## config.mk

```make
export PLATFORM = sky130hd
export DESIGN_NAME = shadow_attr_decoder
export DESIGN_NICKNAME = d
export VERILOG_FILES = /design/src/rtl/shadow_attr_pkg.sv /design/src/rtl/shadow_seg_decode.sv /design/src/rtl/shadow_attr_ctrl.sv /design/src/rtl/shadow_attr_dp.sv /design/src/rtl/shadow_attr_decoder.sv
export SDC_FILE = /design/constraint.sdc
export NUM_CORES = 1
export LEC_CHECK = 0
export BUFFER_PORTS_ARGS = -buffer_cell sky130_fd_sc_hd__buf_2
export CAP_MARGIN = 0
export CORE_MARGIN = 2
export CORE_UTILIZATION = 40
export CTS_CLUSTER_DIAMETER = 40
export DETAILED_ROUTE_END_ITERATION = 10
export GPL_TIMING_DRIVEN = 0
export PLACE_DENSITY = 0.79
export SYNTH_ARGS = -nofsm -noshare
export SYNTH_HDL_FRONTEND = slang
export SYNTH_SLANG_ARGS = --single-unit
```

## constraint.sdc

```tcl
create_clock -name clk -period 3.2 [get_ports clk]
set_input_delay 0.48 -clock clk [delete_from_list [all_inputs] [get_ports clk]]
set_output_delay 0.48 -clock clk [all_outputs]
set_load 0.02 [all_outputs]
```

## src/rtl/shadow_attr_pkg.sv

```systemverilog
package shadow_attr_pkg;
  localparam int ADDR_W = 20;
  localparam int CFG_W  = 8;

  // Strobes handed from the control path to the datapath.
  typedef struct packed {
    logic loadRegion;
    logic loadControl;
    logic capture;
  } attrStrobe_t;
endpackage

```

## src/rtl/shadow_seg_decode.sv

```systemverilog
module shadow_seg_decode
  import shadow_attr_pkg::*;
#(
  parameter int LAYOUT = 0
) (
  input  logic [ADDR_W-1:0] addr,
  input  logic [CFG_W-1:0]  regionQ,
  input  logic [CFG_W-1:0]  controlQ,
  output logic              rdHit,
  output logic              wrHit,
  output logic              biosRd,
  output logic              biosWr
);
  // The window is the top quarter of the address space.
  localparam logic [ADDR_W-1:0] WIN_BASE   = {2'b11, {(ADDR_W-2){1'b0}}};
  localparam int                WIN_LOG2   = ADDR_W - 2;
  localparam int                SMALL_LOG2 = WIN_LOG2 - 4;   // 16 KiB
  localparam int                LARGE_LOG2 = SMALL_LOG2 + 1; // 32 KiB
  localparam int                SEG_CNT    = (LAYOUT == 0) ? 8 : 12;
  localparam int                RD_BIT     = (LAYOUT == 0) ? 0 : 4;
  localparam int                WR_BIT     = (LAYOUT == 0) ? 1 : 5;
  localparam int                BIOS_SEG   = 6;

  logic [SEG_CNT-1:0] segHit;

  genvar gi;
  generate
    for (gi = 0; gi < SEG_CNT; gi++) begin : g_seg
      localparam bit IS_SMALL = (LAYOUT != 0) && (gi < 8);
      localparam logic [ADDR_W-1:0] SEG_SIZE =
        IS_SMALL ? ADDR_W'(1 << SMALL_LOG2) : ADDR_W'(1 << LARGE_LOG2);
      localparam logic [ADDR_W-1:0] SEG_BASE =
        (LAYOUT == 0) ? WIN_BASE + ADDR_W'(gi << LARGE_LOG2) :
        IS_SMALL      ? WIN_BASE + ADDR_W'(gi << SMALL_LOG2) :
                        WIN_BASE + ADDR_W'(1 << (WIN_LOG2 - 1))
                                 + ADDR_W'((gi - 8) << LARGE_LOG2);
      logic segEnable;
      if (gi < 8) begin : g_region_en
        assign segEnable = regionQ[gi];
      end else begin : g_control_en
        assign segEnable = controlQ[gi-8];
      end
      logic inRange;
      assign inRange = (addr >= SEG_BASE) &&
                       ({1'b0, addr} < ({1'b0, SEG_BASE} + {1'b0, SEG_SIZE}));
      assign segHit[gi] = inRange && segEnable;
    end

    if (LAYOUT == 0) begin : g_bios_uniform
      assign biosRd = regionQ[BIOS_SEG] & controlQ[RD_BIT];
      assign biosWr = regionQ[BIOS_SEG] & controlQ[WR_BIT];
    end else begin : g_bios_split
      assign biosRd = controlQ[RD_BIT];
      assign biosWr = controlQ[WR_BIT];
    end
  endgenerate

  assign rdHit = (|segHit) & controlQ[RD_BIT];
  assign wrHit = (|segHit) & controlQ[WR_BIT];
endmodule

```

## src/rtl/shadow_attr_ctrl.sv

```systemverilog
module shadow_attr_ctrl
  import shadow_attr_pkg::*;
(
  input  logic        clk,
  input  logic        rstN,
  input  logic        regionWe,
  input  logic        controlWe,
  input  logic        lookupReq,
  output attrStrobe_t strobe,
  output logic        attrValid
);
  always_comb begin
    strobe             = '0;
    strobe.loadRegion  = regionWe;
    strobe.loadControl = controlWe;
    strobe.capture     = lookupReq;
  end

  always_ff @(posedge clk or negedge rstN) begin
    if (!rstN) attrValid <= 1'b0;
    else       attrValid <= lookupReq;
  end

  // one valid cycle per request, none without
  p_valid_follows_req_r11: assert property (@(posedge clk) disable iff (!rstN)
    lookupReq |=> attrValid);
  p_no_valid_idle_r11: assert property (@(posedge clk) disable iff (!rstN)
    !lookupReq |=> !attrValid);
endmodule

```

## src/rtl/shadow_attr_dp.sv

```systemverilog
module shadow_attr_dp
  import shadow_attr_pkg::*;
#(
  parameter int LAYOUT = 0
) (
  input  logic              clk,
  input  logic              rstN,
  input  attrStrobe_t       strobe,
  input  logic [CFG_W-1:0]  regionData,
  input  logic [CFG_W-1:0]  controlData,
  input  logic [ADDR_W-1:0] lookupAddr,
  output logic              rdInternal,
  output logic              wrInternal,
  output logic              biosShadowRd,
  output logic              biosShadowWr
);
  localparam logic [ADDR_W-1:0] WIN_BASE = {2'b11, {(ADDR_W-2){1'b0}}};
  localparam int                RD_BIT   = (LAYOUT == 0) ? 0 : 4;
  localparam int                WR_BIT   = (LAYOUT == 0) ? 1 : 5;

  logic [CFG_W-1:0] regionQ;
  logic [CFG_W-1:0] controlQ;
  logic             rdHit;
  logic             wrHit;

  always_ff @(posedge clk or negedge rstN) begin
    if (!rstN) begin
      regionQ  <= '0;
      controlQ <= '0;
    end else begin
      if (strobe.loadRegion)  regionQ  <= regionData;
      if (strobe.loadControl) controlQ <= controlData;
    end
  end

  shadow_seg_decode #(.LAYOUT(LAYOUT)) i_seg_decode (
    .addr     (lookupAddr),
    .regionQ  (regionQ),
    .controlQ (controlQ),
    .rdHit    (rdHit),
    .wrHit    (wrHit),
    .biosRd   (biosShadowRd),
    .biosWr   (biosShadowWr)
  );

  always_ff @(posedge clk or negedge rstN) begin
    if (!rstN) begin
      rdInternal <= 1'b0;
      wrInternal <= 1'b0;
    end else if (strobe.capture) begin
      rdInternal <= rdHit;
      wrInternal <= wrHit;
    end
  end

  // reset leaves configuration and attributes cleared
  p_reset_clear_r1: assert property (@(posedge clk)
    !rstN |=> (regionQ == '0) && (controlQ == '0) && !rdInternal && !wrInternal);

  // below the window nothing is internal
  p_low_external_r2: assert property (@(posedge clk) disable iff (!rstN)
    strobe.capture && (lookupAddr < WIN_BASE) |=> !rdInternal && !wrInternal);

  // an internal attribute needs its select bit
  p_rd_needs_select_r8: assert property (@(posedge clk) disable iff (!rstN)
    strobe.capture && !controlQ[RD_BIT] |=> !rdInternal);
  p_wr_needs_select_r4: assert property (@(posedge clk) disable iff (!rstN)
    strobe.capture && !controlQ[WR_BIT] |=> !wrInternal);

  // with no segment enabled every lookup is external
  generate
    if (LAYOUT == 0) begin : g_chk_uniform
      p_no_enable_external_r10: assert property (@(posedge clk) disable iff (!rstN)
        strobe.capture && (regionQ == '0) |=> !rdInternal && !wrInternal);
    end else begin : g_chk_split
      p_no_enable_external_r10: assert property (@(posedge clk) disable iff (!rstN)
        strobe.capture && (regionQ == '0) && (controlQ[3:0] == 4'h0)
        |=> !rdInternal && !wrInternal);
    end
  endgenerate
endmodule

```

## src/rtl/shadow_attr_decoder.sv

```systemverilog
module shadow_attr_decoder
  import shadow_attr_pkg::*;
#(
  parameter int LAYOUT = 0
) (
  input  logic              clk,
  input  logic              rstN,
  input  logic              regionWe,
  input  logic [CFG_W-1:0]  regionData,
  input  logic              controlWe,
  input  logic [CFG_W-1:0]  controlData,
  input  logic              lookupReq,
  input  logic [ADDR_W-1:0] lookupAddr,
  output logic              attrValid,
  output logic              rdInternal,
  output logic              wrInternal,
  output logic              biosShadowRd,
  output logic              biosShadowWr
);
  attrStrobe_t strobe;

  shadow_attr_ctrl i_ctrl (
    .clk       (clk),
    .rstN      (rstN),
    .regionWe  (regionWe),
    .controlWe (controlWe),
    .lookupReq (lookupReq),
    .strobe    (strobe),
    .attrValid (attrValid)
  );

  shadow_attr_dp #(.LAYOUT(LAYOUT)) i_dp (
    .clk          (clk),
    .rstN         (rstN),
    .strobe       (strobe),
    .regionData   (regionData),
    .controlData  (controlData),
    .lookupAddr   (lookupAddr),
    .rdInternal   (rdInternal),
    .wrInternal   (wrInternal),
    .biosShadowRd (biosShadowRd),
    .biosShadowWr (biosShadowWr)
  );
endmodule

```

Word-level counts from Yosys, hierarchy flattened
Index checks and enable logic that the tools add are counted.
- flip-flop bits (word level): 13
- input bits: 41
- output and inout port bits: 5
- logic and storage cells: 40
- $lt $le $gt $ge: 15
- bitwise gates (word level): 4
- reduce and logical (&&, ||, !) cells: 16
- operators by type and width (kind ; count):
    $ge A20 B20 Y1 const B ; 8
    $lt A20 B20 Y1 const B ; 7
    $logic_and A1 B1 Y1 ; 15
    $reduce_or A8 Y1 ; 1
    $and A1 B1 Y1 ; 4

Longest topological paths before layout
Gate-level depths: netlist (run 1).
- depth in word-level cells: 5
- depth in mapped cells: 3
- gate-level depth less buffers: 3

Hierarchy
Synthesis (run 1) repeated with hierarchy kept, for this count alone.
- cells, all modules: 56
- area total of the unflattened synthesis: 893.4 um2
- modules (own cells, without submodules) (module ; instances ; cells an instance ; area an instance (um2) ; sequential area each (um2)):
    shadow_attr_dp ; 1 ; 38 ; 735.7 ; 450.4
    shadow_seg_decode ; 1 ; 14 ; 110.1 ; 0.0
    shadow_attr_ctrl ; 1 ; 4 ; 47.5 ; 25.0

Worst setup path after synthesis (run 1)
OpenSTA, ideal clock, no wires.
- path kind: in2reg
- from: in regionWe
- to: reg i_dp.regionQ[0]
- library setup time: 0.125 ns
- data arrival time: 1.103 ns
- required time: 3.075 ns
- slack: 1.972 ns
- stages: 2
- path buffers: 1
- cell sequence: clkbuf_1 > mux2_2
- RTL lines (element ; line ; RTL):
    start: declaration ; shadow_attr_decoder.sv:8 ; input logic regionWe,
    end signal: assignment ; shadow_attr_dp.sv:31 ; if (strobe.loadRegion) regionQ <= regionData;
    end: declaration ; shadow_attr_dp.sv:21 ; logic [CFG_W-1:0] regionQ;
No word-level cell between the ends.

Worst setup path in the final report (run 1)
- from: reg i_dp.regionQ[6]
- to: out biosShadowRd
- word-level cells in the longest chain between the ends: 1
- RTL lines (element ; line ; RTL):
    $and A1 B1 Y1 ; shadow_seg_decode.sv:50 ; assign biosRd = regionQ[BIOS_SEG] & controlQ[RD_BIT];
    end: declaration ; shadow_attr_decoder.sv:17 ; output logic biosShadowRd,
Every way passes these cells.

==> impl_results.md, run 1 <==
* Share of cells above drive strength 1 at 57.14%
* FP Rows at 13
* Worst R2R End: i_dp.rdInternal
* Area grow syn2layout at 27.18%
* Final Hold Viols at 0
* Vias per cell at 5.118
* Setup TNS at 0 ns
* Pin slew with the least headroom to its limit at 0.4050 ns
* Antenna cell count at 0
* CTS H-Tree Depth at 1
* Drt total wl at 1067 microns
* Final min period at 1.476 ns
* Syn nets at 84
* Crit path kind: register to primary output
* Fin. max-slew vios at 0
* Worst VDD drop at 0.2232 mV
* Post_cts resized at 0
* Synthesized instance count at 43
* WL/cell at 12.55 microns
* Max Clk Rate at 677.4 MHz
* Synthesized flop and latch total at 13
* Critical path capture point type: primary output
* PnR worst setup slack at 1.724 ns
* CP Data Required Time at 2.72 ns
* Slew headroom at 73.00%
* DRC at 0
* Number of port buffers at 23
* Routed Antenna Nets at 0
* Total GRT Usage at 14.18%
* CTS tree: yes
* Critical Path Slowest Stage Cell: dfrtp_1
* Nets at 112
* Unrepaired setup endpoints after global routing: no
* Distinct cells, synth at 14
* Pwr Total at 0.0003453 W
* Die width at 42.39 microns
* CORE AREA at 1334 sq um
* Sequential area share after synthesis at 55.20%
* Worst path max stage delay at 0.41 ns
* DR vias at 435
* Die area at 1796 sq um
* Vias in the first global route at 426
* Static Leakage at 0.3501 nW
* Largest net degree at the start of global routing at 14
* Num ports at 46
* Postcts setup bufs at 0
* Worst r2r src: i_dp.regionQ[6]
* Initial Utilization at 44.18%
* Hold-fix buffers, CTS at 0
* Commonest cells after routing, fill and taps aside: 23 x buf_2, 13 x dfrtp_1, 11 x mux2_2
* Antenna violations before repair at 0
* Crit-path cells: and2_1 > buf_2
* Worst R2R Path Depth at 3
* WP data arrival at 1.00 ns
* Fin crit share at 46.14%
* Iter 0 DRT Violations at 8
* Pre-antenna DRT Iters at 2
* CP Max Fanout at 4
* Routability cong. at 0.6631
* Cell Area, Placed at 723.2 sq um
* Clock transition at path regs at 0.08 ns
* Reg-to-reg slack, setup at 2.01 ns
* Avg Inst Size Synth at 13.71 sq um
* Most common cell after layout, fill and taps aside: buf_2
* Max-cap viol count at 0
* Clk_lat worst skew at 0.28 ns
* CTS max path bufs at 2
* Hold slack at 0.07182 ns
* First-pass GRT wire length at 1835 microns
* Grt total ovfl at 0
* Design Area, Final at 749.5 sq um
* Yosys warns at 0
* Setup violations, final at 0
* CTS buffer count at 3
* Post-Syn Area at 589.3 sq um
* Chip Height at 42.39 microns
* Dpl ws at 1.747 ns
* Worst setup SP type: register
* Status: complete, no violations
* Pwr dens at 460.7 nW/um^2
* Worst Skew at 0.002650 ns
* Clock Root Buffer: clkbuf_4
* Critical path launch point: i_dp.regionQ[6]
* Worst hold path type: input pin to async pin
* # clock sinks at 13
metal layers:
layer  vias to the layer above  global-route usage [%]  wire [microns]
li1                        216                       -               -
met1                       196                   16.62             477
met2                        19                   21.54             472
met3                         4                   5.172              87
met4                         0                   9.375              29
met5                         -                       0               0
cells in the mapped netlist:
master,number,area share (%)
dfrtp_1,13,55
or2b_2,2,3.0
clkbuf_1,1,0.64
nor2b_1,1,1.1
o32ai_1,2,3.0
o22ai_1,1,1.1
a2111oi_2,1,2.5
inv_1,2,1.3
and2_1,2,2.1
nand2_1,1,0.64
and4_1,2,3.0
mux2_1,2,3.8
mux2_2,11,21
o21ai_0,2,1.7
stage by stage:
stage               instances  utilization (%)
floorplan                  43                -
global placement           81            54.22
detailed placement         81            54.22
CTS                        85            56.19
global route               85            56.19
finish                     85            56.19
layout make-up:
class / count / area, sq um
inverters: 2 / 7.507
clock buffers: 4 / 26.28
repair buffers: 23 / 115.1
flip-flops and latches: 13 / 325.3
fillers: 136 / 584.3
multi-input cells: 27 / 252.7
well taps: 15 / 18.77
plain buffers: 1 / 3.754
state kept, by name, indices dropped and copies added (netlist names):
signal / flops
i_dp.regionQ: 8
i_dp.wrInternal: 1
i_dp.controlQ: 2
i_ctrl.attrValid: 1
i_dp.rdInternal: 1
worst max-delay path by stage:
stage	endpoint	slack, ns	cells past startpoint
4_1_cts	biosShadowRd	1.71	2
5_1_grt	biosShadowRd	1.67	2
2_1_floorplan	i_dp.regionQ[0]	1.97	2
6_report	biosShadowRd	1.72	2
3_3_place_gp	i_dp.rdInternal	1.77	4
3_5_place_dp	i_dp.rdInternal	1.75	4
worst max-delay path, delay by kind of cell, from the launching register on:
family,cells,cell delay [ns]
flip-flops,1,0.41
AND/OR/NAND/NOR,1,0.16
buffers and inverters,1,0.15
report_power, final:
part	internal [W]	total (W)	switching [W]
clock network	0.0000484	0.000101	0.0000527
registers	0.000179	0.000187	0.00000801
logic	0.0000312	0.0000573	0.0000261
total	0.000258	0.000345	0.0000868
cells by family after synthesis:
family | synth area share, %
compound gates | 8.281
mux | 24.84
flops | 55.20
simple gates | 9.767
buf+inv | 1.911
Power figures use the tool's default switching activity.
==> run 2: changes to the inputs <==
- CORE_UTILIZATION: 40 -> 37
- PLACE_DENSITY: 0.79 -> 0.74
- clock period: 3.2 -> 1.4 ns (I/O delays scaled with it)
==> impl_results.md, run 2 (synthesis results as in run 1) <==
* First-pass GRT wire length at 1849 microns (was 1835 microns)
* Worst hold path type: input pin to register (was input pin to async pin)
* CTS max path bufs at 2 (unchanged)
* Iter 0 DRT Violations at 7 (was 8)
* Cell Area, Placed at 724.4 sq um (was 723.2 sq um)
* Fill cells at 150 (was 136)
* Clk_lat worst skew at 0.27 ns (was 0.28 ns)
* Max Clk Rate at 826.6 MHz
* CP Max Fanout at 4 (unchanged)
* Antenna violations before repair at 0 (unchanged)
* Worst r2r src: i_dp.regionQ[6] (unchanged)
* Worst Skew at 0.0006035 ns (was 0.002650 ns)
* CP Data Required Time at 1.19 ns (was 2.72 ns)
* Die area at 1928 sq um (was 1796 sq um)
* Unrepaired setup endpoints after global routing: no (unchanged)
* Design Area, Final at 760.7 sq um (was 749.5 sq um)
* Crit-path cells: and2_1 > buf_2 (unchanged)
* Bufs and invs on worst path at 1 (unchanged)
* Hold depth at 1
* Die width at 43.91 microns (was 42.39 microns)
* # clock sinks at 13 (unchanged)
* Reg-to-reg slack, setup at 0.21 ns (was 2.01 ns)
* Area grow syn2layout at 29.09% (was 27.18%)
* CP Capture Point: biosShadowRd (unchanged)
* Num ports at 46 (unchanged)
* Setup TNS at 0 ns (unchanged)
* Vias in the first global route at 459 (was 426)
* Worst R2R Path Depth at 3 (unchanged)
* DR vias at 439 (was 435)
* Commonest cells after routing, fill and taps aside: 23 x buf_2, 13 x dfrtp_1, 11 x mux2_2 (unchanged)
* Most common cell after layout, fill and taps aside: buf_2 (unchanged)
* Fin. max-slew vios at 0 (unchanged)
* Final min period at 1.210 ns
* Share of cells above drive strength 1 at 56.34% (was 57.14%)
* CTS H-Tree Depth at 1 (unchanged)
* Antenna cell count at 0 (unchanged)
* Post-DP HPWL at 850.9 microns
* Chip Height at 43.91 microns (was 42.39 microns)
* Total GRT Usage at 13.59% (was 14.18%)
* DRC at 0 (unchanged)
* Status: complete, no violations (unchanged)
* Top Registers: i_dp.regionQ: 8 flops, i_dp.controlQ: 2 flops (unchanged)
* WP data arrival at 1.00 ns (about the same)
* Number of port buffers at 23 (unchanged)
* Routed Antenna Nets at 0 (unchanged)
* Critical path capture point type: primary output (unchanged)
* CTS tree: yes (unchanged)
* Largest Register: i_dp.regionQ (unchanged)
* WL/cell at 12.18 microns (was 12.55 microns)
* Drt total wl at 1060 microns (was 1067 microns)
* Slew headroom at 72.73% (was 73.00%)
* Max reg flops at 8 (unchanged)
* Fin crit share at 86.41%
* Instance count on the critical path at 2 (unchanged)
* Nets at 113 (was 112)
* Worst setup SP type: register (unchanged)
* Post_cts resized at 0 (unchanged)
* Pre-antenna DRT Iters at 2 (unchanged)
* Initial Utilization at 39.12% (was 44.18%)
* Worst path max stage delay at 0.41 ns (about the same)
* CP delay by family, top: flip-flops (unchanged)
* Pin slew with the least headroom to its limit at 0.4091 ns (was 0.4050 ns)
* Worst VDD drop at 0.4959 mV (was 0.2232 mV)
* Critical Path Slowest Stage Cell: dfrtp_1 (unchanged)
* Largest net degree at the start of global routing at 14 (unchanged)
* Crit path kind: register to primary output (unchanged)
* Final Hold Viols at 0 (unchanged)
* Clock transition at path regs at 0.08 ns (about the same)
* Setup violations, final at 0 (unchanged)
* CORE AREA at 1506 sq um (was 1334 sq um)
* Clock Root Buffer: clkbuf_4 (unchanged)
* Placed Cells at 82 (was 81)
* Final Non-Filler Cells at 87 (was 85)
* Grt total ovfl at 0 (unchanged)
* FP Rows at 14 (was 13)
* CTS buffer count at 3 (unchanged)
* Routability cong. at 0.7592 (was 0.6631)
* Max-cap viol count at 0 (unchanged)
* Pwr dens at 1044 nW/um^2 (was 460.7 nW/um^2)
* Critical path launch point: i_dp.regionQ[6] (unchanged)
* Vias per cell at 5.046 (was 5.118)
* Worst R2R End: i_dp.rdInternal (unchanged)
* Static Leakage at 0.3543 nW (was 0.3501 nW)
-- run 2: cell count changes in the layout (fill, tap and decap cells not counted) --
cell and change:
dlygate4sd3_1 +1
-- run 2: worst min path at each step --
stage,from,end,slack [ns]
after floorplan,rstN,i_ctrl.attrValid,-0.09
after global placement,rstN,i_dp.regionQ[1],0.10
after detailed placement,rstN,i_dp.regionQ[1],0.11
after CTS,lookupReq,i_ctrl.attrValid,0.09
after global routing,lookupReq,i_ctrl.attrValid,0.08
final,lookupReq,i_ctrl.attrValid,0.09
-- run 2: metal layers --
metal | track usage [%] | vias up | share of wire, %
li1 | - | 216 | -
met1 | 16.19 | 205 | 45
met5 | 0 | - | 0
met4 | 7.273 | 0 | 0
met2 | 21.18 | 18 | 47
met3 | 5.000 | 0 | 8.0
-- run 2: timing repair --
| action | in CTS | in global routing |
|---|---|---|
| hold buffers | 1 | 0 |
| buffers inserted | 0 | 0 |
| hold endpoints to repair | 13 | 0 |
-- run 2: layout make-up --
class | instances | area, sq um | area share (%)
buffer | 1 | 3.754 | 0.4934
clock buffer | 4 | 26.28 | 3.454
inverter | 2 | 7.507 | 0.9868
multi-input combinational | 27 | 252.7 | 33.22
sequential | 13 | 325.3 | 42.76
tap | 16 | 20.02 | 2.632
timing repair buffer | 24 | 125.1 | 16.45
-- run 2: stage by stage --
| stage | power, W | utilization [%] | worst slack (ns) | hold slack, ns |
|---|---|---|---|---|
| after floorplan | 0.0005065 | - | 0.3065 | -0.08559 |
| after global placement | 0.0005636 | 48.09 | 0.2406 | 0.1019 |
| after detailed placement | 0.0005687 | 48.09 | 0.2197 | 0.1129 |
| after CTS | 0.0008059 | 50.50 | 0.1776 | 0.08504 |
| after global routing | 0.0008427 | 50.50 | 0.1068 | 0.08142 |
| final | 0.0007942 | 50.50 | 0.1902 | 0.09313 |
-- run 2: power breakdown --
group          internal (W)  switching, W  leakage [nW]
clock network      0.000111      0.000124        0.0150
logic             0.0000731     0.0000602         0.183
registers          0.000409     0.0000178         0.156
total              0.000592      0.000202         0.354
==> run 3: changes to the inputs <==
- CELL_PAD_IN_SITES_DETAIL_PLACEMENT: not set -> 1
- CELL_PAD_IN_SITES_GLOBAL_PLACEMENT: not set -> 2
- CORE_UTILIZATION: 37 -> 21
==> impl_results.md, run 3 (synthesis results as in run 1) <==
* Status: complete, no violations (unchanged)
* CTS H-Tree Depth at 1 (unchanged)
* Crit-path cells: and2_1 > buf_2 (unchanged)
* CTS max path bufs at 2 (unchanged)
* Top Registers: i_dp.regionQ: 8 flops, i_dp.controlQ: 2 flops (unchanged)
* Final Hold Viols at 0 (unchanged)
* Slew headroom at 71.99% (was 72.73%)
* Die width at 56.98 microns (was 43.91 microns)
* Fin. max-slew vios at 0 (unchanged)
* Static Leakage at 0.3543 nW (unchanged)
* Clk_lat worst skew at 0.27 ns (about the same)
* Most common cell after layout, fill and taps aside: buf_2 (unchanged)
* Largest net degree at the start of global routing at 14 (unchanged)
* Critical path launch point: i_dp.controlQ[1] (was i_dp.regionQ[6])
* CORE AREA at 2710 sq um (was 1506 sq um)
* Largest Register: i_dp.regionQ (unchanged)
* Worst Skew at 0.003684 ns (was 0.0006035 ns)
* Pin slew with the least headroom to its limit at 0.4201 ns (was 0.4091 ns)
* Nets at 113 (unchanged)
* Critical Path Slowest Stage Cell: dfrtp_1 (unchanged)
* First-pass GRT wire length at 2228 microns (was 1849 microns)
* Iter 0 DRT Violations at 2 (was 7)
* Worst hold path type: input pin to register (unchanged)
* Routability cong. at 0.7783 (was 0.7592)
* Hold slack at 0.1068 ns (was 0.09313 ns)
* Worst VDD drop at 0.5304 mV (was 0.4959 mV)
* Final Non-Filler Cells at 102 (was 87)
* CTS buffer count at 3 (unchanged)
* WL/cell at 12.40 microns (was 12.18 microns)
* DRC at 0 (unchanged)
* Hold path startpoint: lookupReq (unchanged)
* PnR worst setup slack at 0.2049 ns (was 0.1902 ns)
* Area grow syn2layout at 32.27% (was 29.09%)
* Initial Utilization at 21.75% (was 39.12%)
* Die area at 3246 sq um (was 1928 sq um)
* Crit path kind: register to primary output (unchanged)
* Max Clk Rate at 836.8 MHz (was 826.6 MHz)
* Routed Antenna Nets at 0 (unchanged)
* Placed Cells at 97 (was 82)
* CTS tree: yes (unchanged)
* FP Rows at 19 (was 14)
* Commonest cells after routing, fill and taps aside: 23 x buf_2, 13 x dfrtp_1, 11 x mux2_2 (unchanged)
* Vias in the first global route at 527 (was 459)
* Antenna violations before repair at 0 (unchanged)
* Max reg flops at 8 (unchanged)
* Vias per cell at 4.392 (was 5.046)
* Setup violations, final at 0 (unchanged)
* Pre-antenna DRT Iters at 2 (unchanged)
* Worst setup SP type: register (unchanged)
* Num ports at 46 (unchanged)
* Number of port buffers at 23 (unchanged)
* Worst r2r src: i_dp.regionQ[6] (unchanged)
* Final min period at 1.195 ns (was 1.210 ns)
* Clock transition at path regs at 0.07 ns (was 0.08 ns)
* CP delay by family, top: flip-flops (unchanged)
* DR vias at 448 (was 439)
* Critical path capture point type: primary output (unchanged)
* Chip Height at 56.98 microns (was 43.91 microns)
* Grt total ovfl at 0 (unchanged)
* Max-cap viol count at 0 (unchanged)
* Drt total wl at 1265 microns (was 1060 microns)
* Unrepaired setup endpoints after global routing: no (unchanged)
* # clock sinks at 13 (unchanged)
* Bufs and invs on worst path at 1 (unchanged)
* Fin crit share at 85.36% (was 86.41%)
* CP Max Fanout at 3 (was 4)
* Post-DP HPWL at 1047 microns (was 850.9 microns)
* Dpl ws at 0.2140 ns (was 0.2197 ns)
* WP data arrival at 0.99 ns (was 1.00 ns)
* Pwr dens at 1001 nW/um^2 (was 1044 nW/um^2)
* Clock Root Buffer: clkbuf_4 (unchanged)
* Setup TNS at 0 ns (unchanged)
* Share of cells above drive strength 1 at 56.34% (unchanged)
* Pwr Total at 0.0007802 W (was 0.0007942 W)
* Antenna cell count at 0 (unchanged)
* CP Data Required Time at 1.19 ns (about the same)
* Total GRT Usage at 9.074% (was 13.59%)
* Worst path max stage delay at 0.40 ns (was 0.41 ns)
-- run 3: layer usage --
layer  global-route usage, %  vias to the layer above  part of all wire [%]  routed length, microns
met5                       0                        -                     0                       0
met3                   3.855                        2                   6.8                      86
li1                        -                      214                     -                       -
met4                   4.983                        0                   2.1                      27
met1                   9.259                      217                    38                     475
met2                   15.60                       15                    53                     675
-- run 3: metrics by stage --
stage          utilization [%]  cell area [sq um]
2_1_floorplan                -              589.3
3_3_place_gp             27.42              743.2
3_5_place_dp             27.42              743.2
4_1_cts                  28.76              779.5
5_1_grt                  28.76              779.5
6_report                 28.76              779.5
-- run 3: area by class of cell --
cell class	count	area, sq um
multi-input combinational	27	252.7
sequential	13	325.3
buffer	1	3.754
tap	31	38.79
clock buffer	4	26.28
fill	328	1931
timing repair buffer	24	125.1
inverter	2	7.507
-- run 3: path summary, 6_finish.rpt --
check	depth (start not counted)	slack (ns)	to
min in group asynchronous	2	0.36	i_dp.regionQ[0]
min reg2reg	1	0.51	i_dp.regionQ[0]
max in group asynchronous	2	0.81	i_dp.wrInternal
min	1	0.11	i_ctrl.attrValid
max	2	0.20	biosShadowWr
max reg2reg	3	0.23	i_dp.rdInternal
-- run 3: where the power goes --
part	total, W	internal (W)	leakage (nW)	switching, W
clock network	0.000217	0.000110	0.0150	0.000107
registers	0.000427	0.000409	0.156	0.0000180
logic	0.000136	0.0000733	0.183	0.0000630
total	0.000780	0.000593	0.354	0.000188
-- run 3: timing repair --
item | CTS | global route
hold endpoints to repair | 13 | 0
buffers inserted | 0 | 0
resized for setup | 0 | 0
hold buffers | 1 | 0
endpoints found under the setup margin | 0 | 0
